--- src/rtl/uart_rxf_pkg.sv ---
package uart_rxf_pkg;

  localparam int CHAR_W     = 8;
  localparam int STAT_W     = 16;
  localparam int ST_IDLE    = 0;
  localparam int ST_THR     = 1;
  localparam int ST_PERR    = 2;
  localparam int ST_FERR    = 3;
  localparam int ST_OVR     = 4;
  localparam int ST_CNT_LSB = 8;

  typedef struct packed {
    logic              ferr;
    logic              perr;
    logic [CHAR_W-1:0] data;
  } rx_char_t;

  // Trigger level chosen by the 2-bit select
  function automatic int unsigned trig_level(input logic [1:0] sel);
    case (sel)
      2'd0:    trig_level = 1;
      2'd1:    trig_level = 4;
      2'd2:    trig_level = 8;
      default: trig_level = 14;
    endcase
  endfunction

endpackage

--- src/rtl/rxf_store.sv ---
module rxf_store
  import uart_rxf_pkg::*;
#(
  parameter  int DEPTH = 16,
  localparam int CNT_W = $clog2(DEPTH + 1),
  localparam int PTR_W = (DEPTH > 1) ? $clog2(DEPTH) : 1
) (
  input  logic             clk,
  input  logic             rst_n,
  input  logic             push_i,
  input  logic             pop_i,
  input  rx_char_t         wr_char_i,
  output rx_char_t         head_o,
  output logic [CNT_W-1:0] count_o,
  output logic             drop_o
);

  rx_char_t         mem [DEPTH];
  logic [PTR_W-1:0] wr_ptr_q, wr_ptr_n, rd_ptr_q, rd_ptr_n;
  logic [CNT_W-1:0] cnt_q, cnt_n;
  logic             full, empty, do_push, do_pop;

  always_comb begin
    full    = (cnt_q == CNT_W'(DEPTH));
    empty   = (cnt_q == '0);
    do_pop  = pop_i && !empty;                  // pop on empty is ignored
    do_push = push_i && (!full || do_pop);      // a same-cycle pop frees a slot
    drop_o  = push_i && !do_push;               // character lost
    wr_ptr_n = wr_ptr_q;
    rd_ptr_n = rd_ptr_q;
    if (do_push) wr_ptr_n = (wr_ptr_q == PTR_W'(DEPTH - 1)) ? '0 : wr_ptr_q + 1'b1;
    if (do_pop)  rd_ptr_n = (rd_ptr_q == PTR_W'(DEPTH - 1)) ? '0 : rd_ptr_q + 1'b1;
    cnt_n = cnt_q;
    if (do_push && !do_pop)      cnt_n = cnt_q + CNT_W'(1);
    else if (do_pop && !do_push) cnt_n = cnt_q - CNT_W'(1);
  end

  always_ff @(posedge clk or negedge rst_n) begin
    if (!rst_n) begin
      wr_ptr_q <= '0;
      rd_ptr_q <= '0;
      cnt_q    <= '0;
    end else begin
      wr_ptr_q <= wr_ptr_n;
      rd_ptr_q <= rd_ptr_n;
      cnt_q    <= cnt_n;
    end
  end

  // Storage has no reset; each entry has its own write enable
  always_ff @(posedge clk) begin
    for (int e = 0; e < DEPTH; e++) begin
      if (do_push && (wr_ptr_q == PTR_W'(e))) mem[e] <= wr_char_i;
    end
  end

  assign head_o  = mem[rd_ptr_q];
  assign count_o = cnt_q;

endmodule

--- src/rtl/rxf_idle_timer.sv ---
module rxf_idle_timer #(
  parameter  int LIMIT = 150,
  localparam int CW    = $clog2(LIMIT + 1)
) (
  input  logic clk,
  input  logic rst_n,
  input  logic hold_i,
  input  logic tick_i,
  input  logic restart_i,
  output logic expire_o
);

  logic [CW-1:0] cnt_q, cnt_n;

  always_comb begin
    cnt_n = cnt_q;
    if (hold_i || restart_i)                  cnt_n = '0;
    else if (tick_i && cnt_q < CW'(LIMIT))    cnt_n = cnt_q + CW'(1);
    // One-cycle pulse when the count reaches the limit
    expire_o = tick_i && !hold_i && !restart_i && (cnt_q == CW'(LIMIT - 1));
  end

  always_ff @(posedge clk or negedge rst_n) begin
    if (!rst_n) cnt_q <= '0;
    else        cnt_q <= cnt_n;
  end

endmodule

--- src/rtl/rxf_flag_ctl.sv ---
module rxf_flag_ctl #(
  parameter int CNT_W = 5
) (
  input  logic             clk,
  input  logic             rst_n,
  input  logic             standby_i,
  input  logic [CNT_W-1:0] count_i,
  input  logic [CNT_W-1:0] level_i,
  input  logic             expire_i,
  input  logic             drop_i,
  input  logic             stat_rd_i,
  input  logic             stat_wr_i,
  input  logic [2:0]       wr_bits_i,    // {overrun, threshold, idle}
  output logic             idle_o,
  output logic             thr_o,
  output logic             ovr_o
);

  localparam int NF    = 3;
  localparam int F_IDL = 0;
  localparam int F_THR = 1;
  localparam int F_OVR = 2;

  logic [NF-1:0] flag_q, flag_n, arm_q, arm_n, set_c, clr_ok_c;
  logic          below;

  always_comb begin
    below           = (count_i < level_i);
    set_c[F_IDL]    = expire_i && (count_i != '0) && below;
    set_c[F_THR]    = !below;
    set_c[F_OVR]    = drop_i;
    clr_ok_c[F_IDL] = 1'b1;
    clr_ok_c[F_THR] = below;
    clr_ok_c[F_OVR] = 1'b1;
  end

  // Same set/arm/clear structure for every clearable flag
  for (genvar k = 0; k < NF; k++) begin : g_flag
    assign arm_n[k] = standby_i ? 1'b0 :
                      stat_wr_i ? 1'b0 :
                      (stat_rd_i && flag_q[k]) ? 1'b1 : arm_q[k];
    assign flag_n[k] = standby_i ? 1'b0 :
                       set_c[k]  ? 1'b1 :
                       (stat_wr_i && arm_q[k] && !wr_bits_i[k] && clr_ok_c[k]) ? 1'b0 :
                       flag_q[k];
  end

  always_ff @(posedge clk or negedge rst_n) begin
    if (!rst_n) begin
      flag_q <= '0;
      arm_q  <= '0;
    end else begin
      flag_q <= flag_n;
      arm_q  <= arm_n;
    end
  end

  assign idle_o = flag_q[F_IDL];
  assign thr_o  = flag_q[F_THR];
  assign ovr_o  = flag_q[F_OVR];

endmodule

--- src/rtl/uart_rx_fifo_status.sv ---
module uart_rx_fifo_status
  import uart_rxf_pkg::*;
#(
  parameter  int DEPTH      = 16,
  parameter  int FRAME_BITS = 10,
  parameter  int IDLE_CHARS = 15,
  localparam int CNT_W      = $clog2(DEPTH + 1),
  localparam int IDLE_TICKS = IDLE_CHARS * FRAME_BITS
) (
  input  logic              clk,
  input  logic              rst_n,
  input  logic              standby_i,
  input  logic              bit_tick_i,
  input  logic              rx_valid_i,
  input  logic [CHAR_W-1:0] rx_data_i,
  input  logic              rx_ferr_i,
  input  logic              rx_perr_i,
  input  logic [1:0]        trig_sel_i,
  input  logic              rd_pop_i,
  output logic [CHAR_W-1:0] rd_data_o,
  input  logic              stat_rd_i,
  input  logic              stat_wr_i,
  input  logic [STAT_W-1:0] stat_wdata_i,
  output logic [STAT_W-1:0] status_o
);

  // Reset: asserted asynchronously, released through two flops
  logic rst_meta_q, rst_sync_n;
  always_ff @(posedge clk or negedge rst_n) begin
    if (!rst_n) begin
      rst_meta_q <= 1'b0;
      rst_sync_n <= 1'b0;
    end else begin
      rst_meta_q <= 1'b1;
      rst_sync_n <= rst_meta_q;
    end
  end

  rx_char_t         in_char, head;
  logic [CNT_W-1:0] count, level;
  logic             drop, expire, idle_f, thr_f, ovr_f, standby_q;
  logic             unused_wd;

  assign in_char   = '{ferr: rx_ferr_i, perr: rx_perr_i, data: rx_data_i};
  assign level     = CNT_W'(trig_level(trig_sel_i));
  assign unused_wd = ^{stat_wdata_i[STAT_W-1:ST_OVR+1], stat_wdata_i[ST_FERR:ST_PERR]};

  rxf_store #(.DEPTH(DEPTH)) store_i (
    .clk       (clk),
    .rst_n     (rst_sync_n),
    .push_i    (rx_valid_i),
    .pop_i     (rd_pop_i),
    .wr_char_i (in_char),
    .head_o    (head),
    .count_o   (count),
    .drop_o    (drop)
  );

  rxf_idle_timer #(.LIMIT(IDLE_TICKS)) timer_i (
    .clk       (clk),
    .rst_n     (rst_sync_n),
    .hold_i    (standby_i),
    .tick_i    (bit_tick_i),
    .restart_i (rx_valid_i || rd_pop_i),
    .expire_o  (expire)
  );

  rxf_flag_ctl #(.CNT_W(CNT_W)) flags_i (
    .clk       (clk),
    .rst_n     (rst_sync_n),
    .standby_i (standby_i),
    .count_i   (count),
    .level_i   (level),
    .expire_i  (expire),
    .drop_i    (drop),
    .stat_rd_i (stat_rd_i),
    .stat_wr_i (stat_wr_i),
    .wr_bits_i ({stat_wdata_i[ST_OVR], stat_wdata_i[ST_THR], stat_wdata_i[ST_IDLE]}),
    .idle_o    (idle_f),
    .thr_o     (thr_f),
    .ovr_o     (ovr_f)
  );

  // Registered standby masks the head-character error tags
  always_ff @(posedge clk or negedge rst_sync_n) begin
    if (!rst_sync_n) standby_q <= 1'b0;
    else             standby_q <= standby_i;
  end

  always_comb begin
    status_o                         = '0;
    status_o[ST_IDLE]                = idle_f;
    status_o[ST_THR]                 = thr_f;
    status_o[ST_PERR]                = head.perr && (count != '0) && !standby_q;
    status_o[ST_FERR]                = head.ferr && (count != '0) && !standby_q;
    status_o[ST_OVR]                 = ovr_f;
    status_o[ST_CNT_LSB +: CNT_W]    = count;
  end

  assign rd_data_o = head.data;

endmodule

--- config.mk ---
export PLATFORM = sky130hd
export DESIGN_NAME = uart_rx_fifo_status
export DESIGN_NICKNAME = d
export VERILOG_FILES = /design/src/rtl/uart_rxf_pkg.sv /design/src/rtl/rxf_store.sv /design/src/rtl/rxf_idle_timer.sv /design/src/rtl/rxf_flag_ctl.sv /design/src/rtl/uart_rx_fifo_status.sv
export SDC_FILE = /design/constraint.sdc
export NUM_CORES = 1
export LEC_CHECK = 0
export ABC_AREA = 0
export BUFFER_PORTS_ARGS = -buffer_cell sky130_fd_sc_hd__buf_2
export CAP_MARGIN = 15
export CORE_ASPECT_RATIO = 1.4
export CORE_MARGIN = 10
export CORE_UTILIZATION = 45
export CTS_BUF_LIST = sky130_fd_sc_hd__clkbuf_4 sky130_fd_sc_hd__clkbuf_8
export DETAILED_ROUTE_END_ITERATION = 8
export SETUP_SLACK_MARGIN = 0.3
export SYNTH_ARGS = -nofsm -noshare
export SYNTH_HDL_FRONTEND = slang
export SYNTH_HIERARCHICAL = 1
export SYNTH_SLANG_ARGS = --single-unit
--- constraint.sdc ---
create_clock -name clk -period 2.7 [get_ports clk]
set_clock_uncertainty 0.1 [all_clocks]
set_input_delay 0 -clock clk [delete_from_list [all_inputs] [get_ports clk]]
set_output_delay 0 -clock clk [all_outputs]
set_load 0.01 [all_outputs]
==> impl_metrics.tcl <==
set metrics [dict create \
    status "finished with violations" \
    violations "hold timing, setup timing" \
    synth-main-ff-cell "edfxtp_1" \
    dp_hpwl_um 11900 \
    tns_ns -0.0925 \
    hp-class "in2reg" \
    setup_slack_ns -0.0546 \
    relSlewSlack_pct 59.1 \
    num_io_pins 60 \
    timing.hold.ws_ns -0.0589 \
    max_stage_delay_ns 0.54 \
    endpoint_kind "flop" \
    crit_type "reg2reg" \
    worstPathArrival_ns 3.01 \
    ant_nets 0 \
    worstMarginPinSlew_ns 0.612 \
    grt_pass1_wl_um 29000 \
    cts_buffer_depth 2 \
    grt_max_degree 29 \
    synth_area_per_cell_um2 16.3 \
    ff_latch_area_um2 5570 \
    drc 0 \
    initial_core_util_pct 45.5 \
    slowest_stage "or4_4" \
    finalSetupViolCount 2 \
    post-route-period-util_pct 102 \
    firstDrtPassIters 4 \
    fmax_mhz 363 \
    fillers 1434 \
    hold_violations 7 \
    finalInstanceArea_um2 10100 \
    r2r-start "store_i/count_o[0]" \
    slew_viol_final 0 \
    crit_buf_inv 4 \
    rsz0062_at_grt "true" \
    reg2reg_to "store_i/count_o[3]" \
    worst-path-max-fanout 3 \
    multi_input_area_um2 2640 \
    cp-start-kind "flop" \
    use_met3_pct 3.53 \
    synthCells 499 \
    place_ws_ns -0.0190 \
    num_vias 4799 \
    drv_cap 0 \
    die_w_um 134 \
    port_buffers 40 \
    cts_made_buffers 17 \
    use_met1_pct 18.2 \
    synth_edf_count 160 \
    grt-ovfl-total 0 \
    grt_usage_pct 16.2 \
    clk_latency_ns 0.46 \
    drt-vias-per-instance 5.54 \
    utilization_pct 56.2 \
    cts_tree "yes" \
    cts_sinks 190 \
    worstHoldPathCells 4 \
    hold_path_end "store_i/wr_ptr_q[3]" \
    syn-cell-area_um2 8150 \
    clkTransAtPathRegs_ns 0.10 \
    min-delay-start "rx_valid_i" \
    core_um2 17900 \
    ff2ff_path_depth 13 \
    drt-wirelength-per-cell_um 21.7 \
    ys_seq_area_share_pct 68.1 \
    htreeDepth 4 \
    finalWorstPathRequiredPeriod_ns 2.75 \
    antennaDiodeCount 0 \
    ys_ff_latch 190 \
    power.leakage_nw 3.61 \
    critPathTopFamily "simple AND/OR/NAND/NOR gates" \
    ys_async_sr_fraction_pct 15.8 \
    p_total_mw 9.73 \
    path_cells "or4_4 -> or3b_4 -> nand2_4 -> inv_4 -> ha_4 -> inv_4 -> buf_4 -> buf_6 -> ha_4 -> a21oi_2 -> nand2_1 -> xnor2_1 -> o21ai_1" \
    irDropWorstVdd_v 0.000359 \
    wl_um 18800 \
    die_area_um2 24000 \
    rows 58 \
    grt_busiest_layer "met2" \
    rrSetupSlack_ns -0.05 \
    grt_pass1_vias 4986 \
    crit_cells 13 \
    antenna_found_initial 0 \
    dpl_cell_area_um2 8710 \
    fin_nets 666 \
    first_iter_violations 295 \
    area_delta_synth_final_pct 23.4 \
    drive_above_1_share_pct 38.8 \
    ys_types 57 \
    finalWeightedCongestion 0.775 \
    ys_warn_count 6 \
    use_met2_pct 29.5 \
    cts_root_buf "clkbuf_8" \
    required_ns 2.96 \
    die-height_um 179 \
    power_density_nw_per_um2 967 \
]
[cell families (layout without fill, tap and decap cells)]
logic type	after synthesis	in the layout	synth area share (%)
DFF	190	190	68.1
other	2	8	0.0921
muxes	55	55	11.7
buffers and inverters	55	172	3.27
adders and majority gates	17	17	2.70
AOI/OAI and AO/OA	71	71	5.97
xor gates and xnor gates	6	6	0.644
and+or+nand+nor	103	107	7.53
[worst max path at each step]
stage | end | slack (ns) | start
after CTS | store_i/count_o[4] | -0.04 | store_i/count_o[0]
after detailed placement | store_i/count_o[4] | -0.02 | store_i/count_o[0]
final | store_i/count_o[3] | -0.05 | store_i/count_o[0]
after floorplan | store_i/count_o[4] | -0.17 | store_i/count_o[0]
after global routing | store_i/count_o[4] | -0.13 | store_i/count_o[0]
after global placement | store_i/count_o[4] | 0.03 | store_i/count_o[0]
[timing repair]
action / 4_1_cts / 5_1_grt
resized for setup: 82 / 28
endpoints found under the hold margin: 185 / 5
setup endpoints to repair: 132 / 97
pin swaps: 8 / 7
buffers inserted: 18 / 8
hold buffers: 26 / 1
gates cloned: 6 / 1
[per-layer routing]
layer	wire [um]	up-vias	share of wire, %
met1	7090	2511	38
met2	10400	113	55
li1	-	2154	-
met5	0	-	0
met3	976	21	5.2
met4	337	0	1.8
[state kept, by name, summed over array words and instances (netlist names)]
signal / flops
store_i/wr_ptr_q: 4
rst_sync_n: 1
store_i/rd_ptr_q: 4
standby_q: 1
store_i/count_o: 5
flags_i/arm_q: 3
rst_meta_q: 1
store_i/mem: 160
timer_i/cnt_q: 8
flags_i/flag_q: 3
[worst min-delay path, delay by kind of cell]
family,cells,cell delay [ns]
buffers and inverters,2,0.27
and+or+nand+nor,1,0.08
AOI/OAI and AO/OA,1,0.10
[through the flow]
step                      cells  hold slack (ns)
after floorplan             505           -0.396
after global placement      776           -0.312
after detailed placement    776           -0.312
after CTS                   858           -0.109
after global routing        866          -0.0528
final                       866          -0.0589
[layout make-up]
class	count	area share, %
Clock inverter	15	1.91
Sequential cell	190	55.3
Timing Repair Buffer	114	10.2
Inverter	26	1.02
Clock buffer	17	2.32
Multi-Input combinational cell	264	26.3
Tap cell	240	2.98
[cell usage in the layout (no fill, tap or decap), types with 11 or more instances in the layout]
cell             n
and2_4          12
buf_4           25
mux4_2          30
clkbuf_8        17
buf_2           38
o21ai_0         11
ha_1            12
edfxtp_1       160
dfrtp_1         26
buf_6           15
inv_1           15
dlygate4sd3_1   25
mux2_2          18
nand2_1         25
[where the power goes]
group / switching [mW] / internal, mW
logic: 1.99 / 2.04
registers: 0.205 / 3.52
clock network: 0.974 / 1.00
total: 3.17 / 6.56
[cell usage after synthesis (10+ instances only)]
master,n,area (um2)
a21oi_1,13,65.1
a221o_1,10,100
buf_4,11,82.6
dfrtp_1,30,751
edfxtp_1,160,4800
ha_1,16,200
inv_1,25,93.8
mux2_2,20,225
mux4_2,30,676
nand2_1,25,93.8
nor2_1,10,37.5
nor2b_1,12,75.1
o21ai_0,23,115
o221ai_1,10,87.6
Power figures use the tool's default switching activity.
